$ cat src/rtl/i2c_bm_pkg.sv
package i2c_bm_pkg;
  parameter int unsigned BYTE_W = 8;

  typedef enum logic [7:0] {
    PH_IDLE    = 8'h00,
    PH_SLA_W   = 8'h03,
    PH_REG     = 8'h05,
    PH_THIRD   = 8'h09,
    PH_RESTART = 8'h40,
    PH_RDATA   = 8'h80,
    PH_STOP    = 8'h20
  } phase_e;

  localparam logic [7:0] ST_BUSY = 8'h00;
  localparam logic [7:0] ST_OK   = 8'h80;
  localparam logic [7:0] ST_NACK = 8'h81;
endpackage

$ cat src/rtl/i2c_bm_timer.sv
module i2c_bm_timer #(
  parameter int unsigned PERIOD_W = 16
) (
  input  logic                clk_i,
  input  logic                rst_ni,
  input  logic                run_i,
  input  logic                tick_i,
  input  logic [PERIOD_W-1:0] period_i,
  output logic                expire_o
);
  logic [PERIOD_W-1:0] cnt_q;
  logic                last;

  assign last     = (cnt_q == period_i - 1'b1);
  assign expire_o = run_i && tick_i && last;

  always_ff @(posedge clk_i or negedge rst_ni) begin
    if (!rst_ni)          cnt_q <= '0;
    else if (!run_i)      cnt_q <= '0;
    else if (tick_i)      cnt_q <= last ? '0 : cnt_q + 1'b1;
  end

  p_cnt_bound_r7: assert property (@(posedge clk_i) disable iff (!rst_ni)
    run_i |-> cnt_q < period_i);
  p_period_min_r7: assert property (@(posedge clk_i) disable iff (!rst_ni)
    run_i |-> period_i >= 2);
endmodule

$ cat src/rtl/i2c_bm_seq.sv
module i2c_bm_seq
  import i2c_bm_pkg::*;
(
  input  logic              clk_i,
  input  logic              rst_ni,
  input  logic              init_i,
  input  logic              start_i,
  input  logic [BYTE_W-1:0] slave_addr_i,
  input  logic [BYTE_W-1:0] byte_addr_i,
  input  logic [BYTE_W-1:0] wdata_i,
  input  logic              sda_i,
  input  logic              ev_i,
  output logic              busy_o,
  output logic              scl_o,
  output logic              sda_oe_o,
  output logic [BYTE_W-1:0] rdata_o,
  output logic [15:0]       state_o,
  output logic              irq_o
);
  localparam int unsigned CW = $clog2(BYTE_W + 1);

  phase_e            phase_q;
  logic              busy_q, scl_q, oe_q, data_q, hold_q, rd_q, irq_q;
  logic [CW-1:0]     cnt_q;
  logic [BYTE_W-1:0] sh_q, addr_q, reg_q, wr_q, rdata_q;
  logic [7:0]        status_q;

  always_ff @(posedge clk_i or negedge rst_ni) begin
    if (!rst_ni) begin
      phase_q  <= PH_IDLE;
      busy_q   <= 1'b0;
      scl_q    <= 1'b1;
      oe_q     <= 1'b0;
      data_q   <= 1'b0;
      hold_q   <= 1'b0;
      rd_q     <= 1'b0;
      irq_q    <= 1'b0;
      cnt_q    <= '0;
      sh_q     <= '0;
      addr_q   <= '0;
      reg_q    <= '0;
      wr_q     <= '0;
      rdata_q  <= '0;
      status_q <= ST_BUSY;
    end else begin
      irq_q <= 1'b0;
      if (init_i) begin
        scl_q   <= 1'b1;
        oe_q    <= 1'b0;
        busy_q  <= 1'b0;
        hold_q  <= 1'b0;
        data_q  <= 1'b0;
        phase_q <= PH_IDLE;
      end else if (!busy_q) begin
        if (start_i) begin
          busy_q   <= 1'b1;
          status_q <= ST_BUSY;
          oe_q     <= 1'b1;                  // START: pull data low, clock high
          phase_q  <= PH_SLA_W;
          data_q   <= 1'b1;
          cnt_q    <= CW'(BYTE_W);
          addr_q   <= slave_addr_i;
          reg_q    <= byte_addr_i;
          wr_q     <= wdata_i;
          rd_q     <= slave_addr_i[0];
          sh_q     <= {slave_addr_i[BYTE_W-1:1], 1'b0};
        end
      end else if (ev_i) begin
        if (hold_q) begin
          hold_q <= 1'b0;
          if (phase_q == PH_RESTART) begin
            oe_q    <= 1'b1;
            phase_q <= PH_THIRD;
            data_q  <= 1'b1;
            cnt_q   <= CW'(BYTE_W);
            sh_q    <= {addr_q[BYTE_W-1:1], 1'b1};
          end else begin
            oe_q     <= 1'b0;
            busy_q   <= 1'b0;
            phase_q  <= PH_IDLE;
            status_q <= ST_OK;
            irq_q    <= 1'b1;
          end
        end else if (scl_q) begin
          scl_q <= 1'b0;
          if (data_q) begin
            if (phase_q == PH_RDATA) oe_q <= 1'b0;
            else begin
              oe_q <= ~sh_q[BYTE_W-1];
              sh_q <= {sh_q[BYTE_W-2:0], 1'b0};
            end
          end else begin
            oe_q <= (phase_q == PH_STOP);
          end
        end else begin
          scl_q <= 1'b1;
          if (data_q) begin
            if (phase_q == PH_RDATA) begin
              sh_q <= {sh_q[BYTE_W-2:0], sda_i};
              if (cnt_q == CW'(1)) rdata_q <= {sh_q[BYTE_W-2:0], sda_i};
            end
            cnt_q <= cnt_q - 1'b1;
            if (cnt_q == CW'(1)) data_q <= 1'b0;
          end else begin
            unique case (phase_q)
              PH_SLA_W, PH_REG, PH_THIRD: begin
                if (sda_i) begin
                  status_q <= ST_NACK;
                  irq_q    <= 1'b1;
                  busy_q   <= 1'b0;
                  phase_q  <= PH_IDLE;
                end else if (phase_q == PH_SLA_W) begin
                  phase_q <= PH_REG;
                  data_q  <= 1'b1;
                  cnt_q   <= CW'(BYTE_W);
                  sh_q    <= reg_q;
                end else if (phase_q == PH_REG) begin
                  if (rd_q) phase_q <= PH_RESTART;
                  else begin
                    phase_q <= PH_THIRD;
                    data_q  <= 1'b1;
                    cnt_q   <= CW'(BYTE_W);
                    sh_q    <= wr_q;
                  end
                end else if (rd_q) begin
                  phase_q <= PH_RDATA;
                  data_q  <= 1'b1;
                  cnt_q   <= CW'(BYTE_W);
                end else begin
                  phase_q <= PH_STOP;
                end
              end
              PH_RDATA:            phase_q <= PH_STOP;
              PH_RESTART, PH_STOP: hold_q  <= 1'b1;
              default: ;
            endcase
          end
        end
      end
    end
  end

  assign busy_o   = busy_q;
  assign scl_o    = scl_q;
  assign sda_oe_o = oe_q;
  assign rdata_o  = rdata_q;
  assign state_o  = {status_q, phase_q};
  assign irq_o    = irq_q;

  p_busy_status_zero_r5: assert property (@(posedge clk_i) disable iff (!rst_ni)
    busy_q |-> status_q == ST_BUSY);
  p_irq_done_r14: assert property (@(posedge clk_i) disable iff (!rst_ni)
    irq_q |-> !busy_q && status_q[7]);
  p_irq_single_r14: assert property (@(posedge clk_i) disable iff (!rst_ni)
    irq_q |=> !irq_q);
  p_sda_hold_high_r8: assert property (@(posedge clk_i) disable iff (!rst_ni)
    busy_q && data_q && scl_q && $past(busy_q) && $past(data_q) && $past(scl_q)
    |-> $stable(oe_q));
  p_rdata_release_r13: assert property (@(posedge clk_i) disable iff (!rst_ni)
    busy_q && phase_q == PH_RDATA |-> !oe_q);
  p_idle_scl_high_r6: assert property (@(posedge clk_i) disable iff (!rst_ni)
    !busy_q |-> scl_q);
  p_start_ignored_r12: assert property (@(posedge clk_i) disable iff (!rst_ni)
    busy_q && start_i && !init_i && !ev_i |=> $stable(phase_q) && $stable(addr_q));
endmodule

$ cat src/rtl/i2c_byte_master.sv
module i2c_byte_master
  import i2c_bm_pkg::*;
#(
  parameter int unsigned PERIOD_W = 16
) (
  input  logic                clk_i,
  input  logic                rst_ni,
  input  logic                tick_i,
  input  logic [PERIOD_W-1:0] period_i,
  input  logic                init_i,
  input  logic                start_i,
  input  logic [BYTE_W-1:0]   slave_addr_i,
  input  logic [BYTE_W-1:0]   byte_addr_i,
  input  logic [BYTE_W-1:0]   wdata_i,
  input  logic                sda_i,
  output logic                scl_o,
  output logic                sda_oe_o,
  output logic [BYTE_W-1:0]   rdata_o,
  output logic [15:0]         state_o,
  output logic                irq_o
);
  logic busy, ev;

  i2c_bm_timer #(.PERIOD_W(PERIOD_W)) u_timer (
    .clk_i    (clk_i),
    .rst_ni   (rst_ni),
    .run_i    (busy),
    .tick_i   (tick_i),
    .period_i (period_i),
    .expire_o (ev)
  );

  i2c_bm_seq u_seq (
    .clk_i        (clk_i),
    .rst_ni       (rst_ni),
    .init_i       (init_i),
    .start_i      (start_i),
    .slave_addr_i (slave_addr_i),
    .byte_addr_i  (byte_addr_i),
    .wdata_i      (wdata_i),
    .sda_i        (sda_i),
    .ev_i         (ev),
    .busy_o       (busy),
    .scl_o        (scl_o),
    .sda_oe_o     (sda_oe_o),
    .rdata_o      (rdata_o),
    .state_o      (state_o),
    .irq_o        (irq_o)
  );
endmodule

$ cat config.mk
export PLATFORM = sky130hd
export DESIGN_NAME = i2c_byte_master
export DESIGN_NICKNAME = d
export VERILOG_FILES = /design/src/rtl/i2c_bm_pkg.sv /design/src/rtl/i2c_bm_timer.sv /design/src/rtl/i2c_bm_seq.sv /design/src/rtl/i2c_byte_master.sv
export SDC_FILE = /design/constraint.sdc
export NUM_CORES = 1
export LEC_CHECK = 0
export ABC_AREA = 1
export BUFFER_PORTS_ARGS = -buffer_cell sky130_fd_sc_hd__buf_2
export CAP_MARGIN = 20
export CORE_MARGIN = 2
export CORE_UTILIZATION = 63
export CTS_CLUSTER_SIZE = 28
export DETAILED_ROUTE_END_ITERATION = 10
export GPL_ROUTABILITY_DRIVEN = 1
export PLACE_DENSITY = 0.87
export RECOVER_POWER = 100
export SYNTH_ARGS = -nofsm -noshare
export SYNTH_HDL_FRONTEND = slang
export SYNTH_SLANG_ARGS = --single-unit
$ cat constraint.sdc
create_clock -name clk_i -period 2.6 [get_ports clk_i]
set_input_delay 0.39 -clock clk_i [delete_from_list [all_inputs] [get_ports clk_i]]
set_output_delay 0.39 -clock clk_i [all_outputs]
set_load 0.02 [all_outputs]
==> run metrics <==
die height between 90 and 100 um; mean area per synthesized cell 7.36 um^2; CTS tree done; final RePlAce weighted congestion 1.01; pin count of the biggest net entering global routing 76; Critical Path RT 2.85 ns; final worst path period share between 80 and 90%; Top Ports 73; fill count 652; Die ar. 0.00879 mm^2; vias in the first global route 4,610; Synth Register Bits 75; slack of the critical path 0.306 ns; post-cts sizing count 0; min Tclk post-route 2.29 ns; met3 global-route usage 5.78%; total CTS buffers 9; max-slew violations 76; Lkg Pwr 2.72 nW; Root Buffer clkbuf_8; Peak VDD IR ~0.37 mV; DR vias about 5,000; met2 usage 47.0%; Max-Cap Viols 1; Slew @ Worst Pin 1.84 ns; drt wl/cell between 10 and 15 um; crit path DAT 2.54 ns; GR Layer Usage met1 40.2%; clock latency at the later pin of the worst-skew pair 0.36 ns; DRC 0; FMAX 436 MHz; clock skew 0.0113 ns; starting DRC count in detailed routing ~420; clock sink count 75; # rows 32; Post-Route WL about 13,000 um; min-delay worst type in -> reg; HPWL Detailed 9410 um; Worst setup SP type input port; CP Max Fanout 8; global routing's busiest layer met2; crit end category flip-flop; port bufs 65; top_reg_cell synth dfrtp_1; CTS H-tree depth 3; Sum Neg Setup Slack 0 ns; # Post-CTS Setup Buffers 0; register area share after synthesis between 30 and 40%; gr usage total 29.5%; Synth area leader dfrtp_1; Hold Slack approximately 0.27 ns; drt pass-1 iters 6; Final Hold Viols 0; Synth cell types 47; yosys warns 0; Max Root-Sink Buffers 2; critical path class in -> reg; Post-synth EDFFs 0; Clock Pin Slew Worst Setup and Hold Paths 0.08 ns; Synth area leaders dfrtp_1, nand2_1, inv_1; # setup viols final 0; GRT overflow 0; first-pass GRT wire length approximately 21,000 um; final-stage net count 806; DP Worst Slack 0.102 ns; Antenna Cells 0; Post-Synthesis Cells around 690; RSZ-0062 raised after global routing false; failing checks max-capacitance violations, max-slew violations; Yosys top cell area share 36.5%; area grow syn2layout 10.9%; Power Density 544 mW/mm^2; post-route ant nets 0; layout cells sized above 1 between 10 and 15%; status finished with violations; Slew HR -22.7%; Initial Util 65.3%; Die W 93.7 um; via/cell ratio around 5.8; share of flip-flops with an asynchronous set or reset 100%; Mapped Area around 0.0051 mm^2; # hold bufs at CTS 0; Core Area 0.00777 mm^2; initial antenna violation count 0
[worst max-delay path, stage by stage]
cell and delay, ns:
clkbuf_1 0.15, inv_1 0.13, ha_1 0.33, xnor2_1 0.13, nor2_1 0.20, nand4_1 0.15, nor3b_2 0.21, nand2_1 0.09
nor2_1 0.32, nand3_2 0.26, nand2_1 0.13, nand2_1 0.06
[area by class of cell]
| class | instances | area [um^2] | area share, % |
|---|---|---|---|
| multi-input combinational | 520 | 2770 | 49.3 |
| sequential | 75 | 1880 | 33.4 |
| timing repair buffer | 72 | 345 | 6.14 |
| inverter | 74 | 278 | 4.94 |
| clock buffer | 10 | 138 | 2.45 |
| tap | 102 | 128 | 2.27 |
| clock inverter | 5 | 86.3 | 1.54 |
[sequential cells by signal, indices dropped and copies added (netlist names)]
signal,count
u_seq.cnt_q,4
u_seq.data_q,1
u_timer.cnt_q,16
u_seq.rdata_o,8
u_seq.wr_q,8
u_seq.busy_o,1
u_seq.addr_q,8
u_seq.sda_oe_o,1
u_seq.phase_q,7
u_seq.sh_q,8
u_seq.scl_o,1
u_seq.irq_o,1
u_seq.status_q,2
u_seq.reg_q,8
u_seq.hold_q,1
[routing by layer]
layer,part of all wire [%],wire length [um],vias up
met4,1.8,225,0
met5,0,0,-
met2,47,5990,212
met3,7.8,988,29
li1,-,-,2391
met1,43,5460,2373
[logic make-up after synthesis]
kind of cell	after synthesis	share of synthesized area (%)
flip-flops	75	37.0
buffers and inverters	100	8.31
adder cells (fa/ha/maj)	8	1.97
XOR/XNOR	21	3.77
AO/OA/AOI/OAI	88	10.1
other	1	0.0739
multiplexers	10	2.22
AND/OR/NAND/NOR	386	36.6
[synth_stat cells, drive strengths merged (14+ instances only)]
cell and n:
nand2 195, nor2 77, dfrtp 74, inv 73
nand3 54, o21ai 35, nand4 28, o22ai 20
a21oi 18, buf 14, nor3 14
[through the flow]
stage / instance area, um^2 / power [mW] / instances / util, %
2_1_floorplan: 5090 / 1.85 / 695 / -
3_3_place_gp: 5460 / 2.01 / 843 / 70.3
3_5_place_dp: 5460 / 2.05 / 843 / 70.3
4_1_cts: 5680 / 3.08 / 858 / 73.2
5_1_grt: 5620 / 3.21 / 858 / 72.4
6_report: 5620 / 3.06 / 858 / 72.4
[path summary, 6_finish.rpt]
| check | startpoint | endpoint | slack [ns] | cells past startpoint |
|---|---|---|---|---|
| min | byte_addr_i[6] | u_seq.reg_q[6]$_DFFE_PN0P_ | 0.27 | 2 |
| max | period_i[0] | u_seq.rdata_o[5]$_DFFE_PN0P_ | 0.31 | 12 |
| min in group asynchronous | rst_ni | u_timer.cnt_q[6]$_DFFE_PN0P_ | 0.51 | 1 |
| min reg2reg | u_seq.rdata_o[4]$_DFFE_PN0P_ | u_seq.rdata_o[4]$_DFFE_PN0P_ | 0.49 | 2 |
| max in group asynchronous | rst_ni | u_seq.sh_q[6]$_DFFE_PN0P_ | 0.98 | 1 |
| max reg2reg | u_seq.busy_o$_DFF_PN0_ | u_seq.status_q[0]$_DFFE_PN0P_ | 0.31 | 8 |
[cell usage in the layout (no fill, tap or decap), drive strengths merged]
| cell | netlist | layout |
|---|---|---|
| and3 | 1 | 1 |
| ha | 8 | 8 |
| clkbuf | 12 | 34 |
| inv | 73 | 74 |
| dfrtp | 74 | 74 |
| o211ai | 10 | 10 |
| nor4 | 6 | 6 |
| nand3b | 7 | 7 |
| a21oi | 18 | 18 |
| nand3 | 54 | 54 |
| buf | 14 | 48 |
| nand4 | 28 | 28 |
| clkinv | 1 | 3 |
| xor2 | 12 | 12 |
| conb | 1 | 7 |
| bufinv | 0 | 2 |
| nor3b | 2 | 2 |
| and2 | 1 | 1 |
| a31oi | 2 | 2 |
| o2111ai | 2 | 2 |
| mux2 | 10 | 10 |
| xnor2 | 9 | 9 |
| nand2 | 195 | 195 |
| nor3 | 14 | 14 |
| o21ai | 35 | 35 |
| a21o | 1 | 1 |
| dfstp | 1 | 1 |
| nor2 | 77 | 77 |
| or2 | 1 | 1 |
| o22ai | 20 | 20 |
[report_power, final]
| part | switching (mW) | internal (mW) |
|---|---|---|
| clock | 0.463 | 0.569 |
| combinational | 0.402 | 0.222 |
| sequential | 0.106 | 1.30 |
Note: power is estimated with default switching activity, not from simulation.
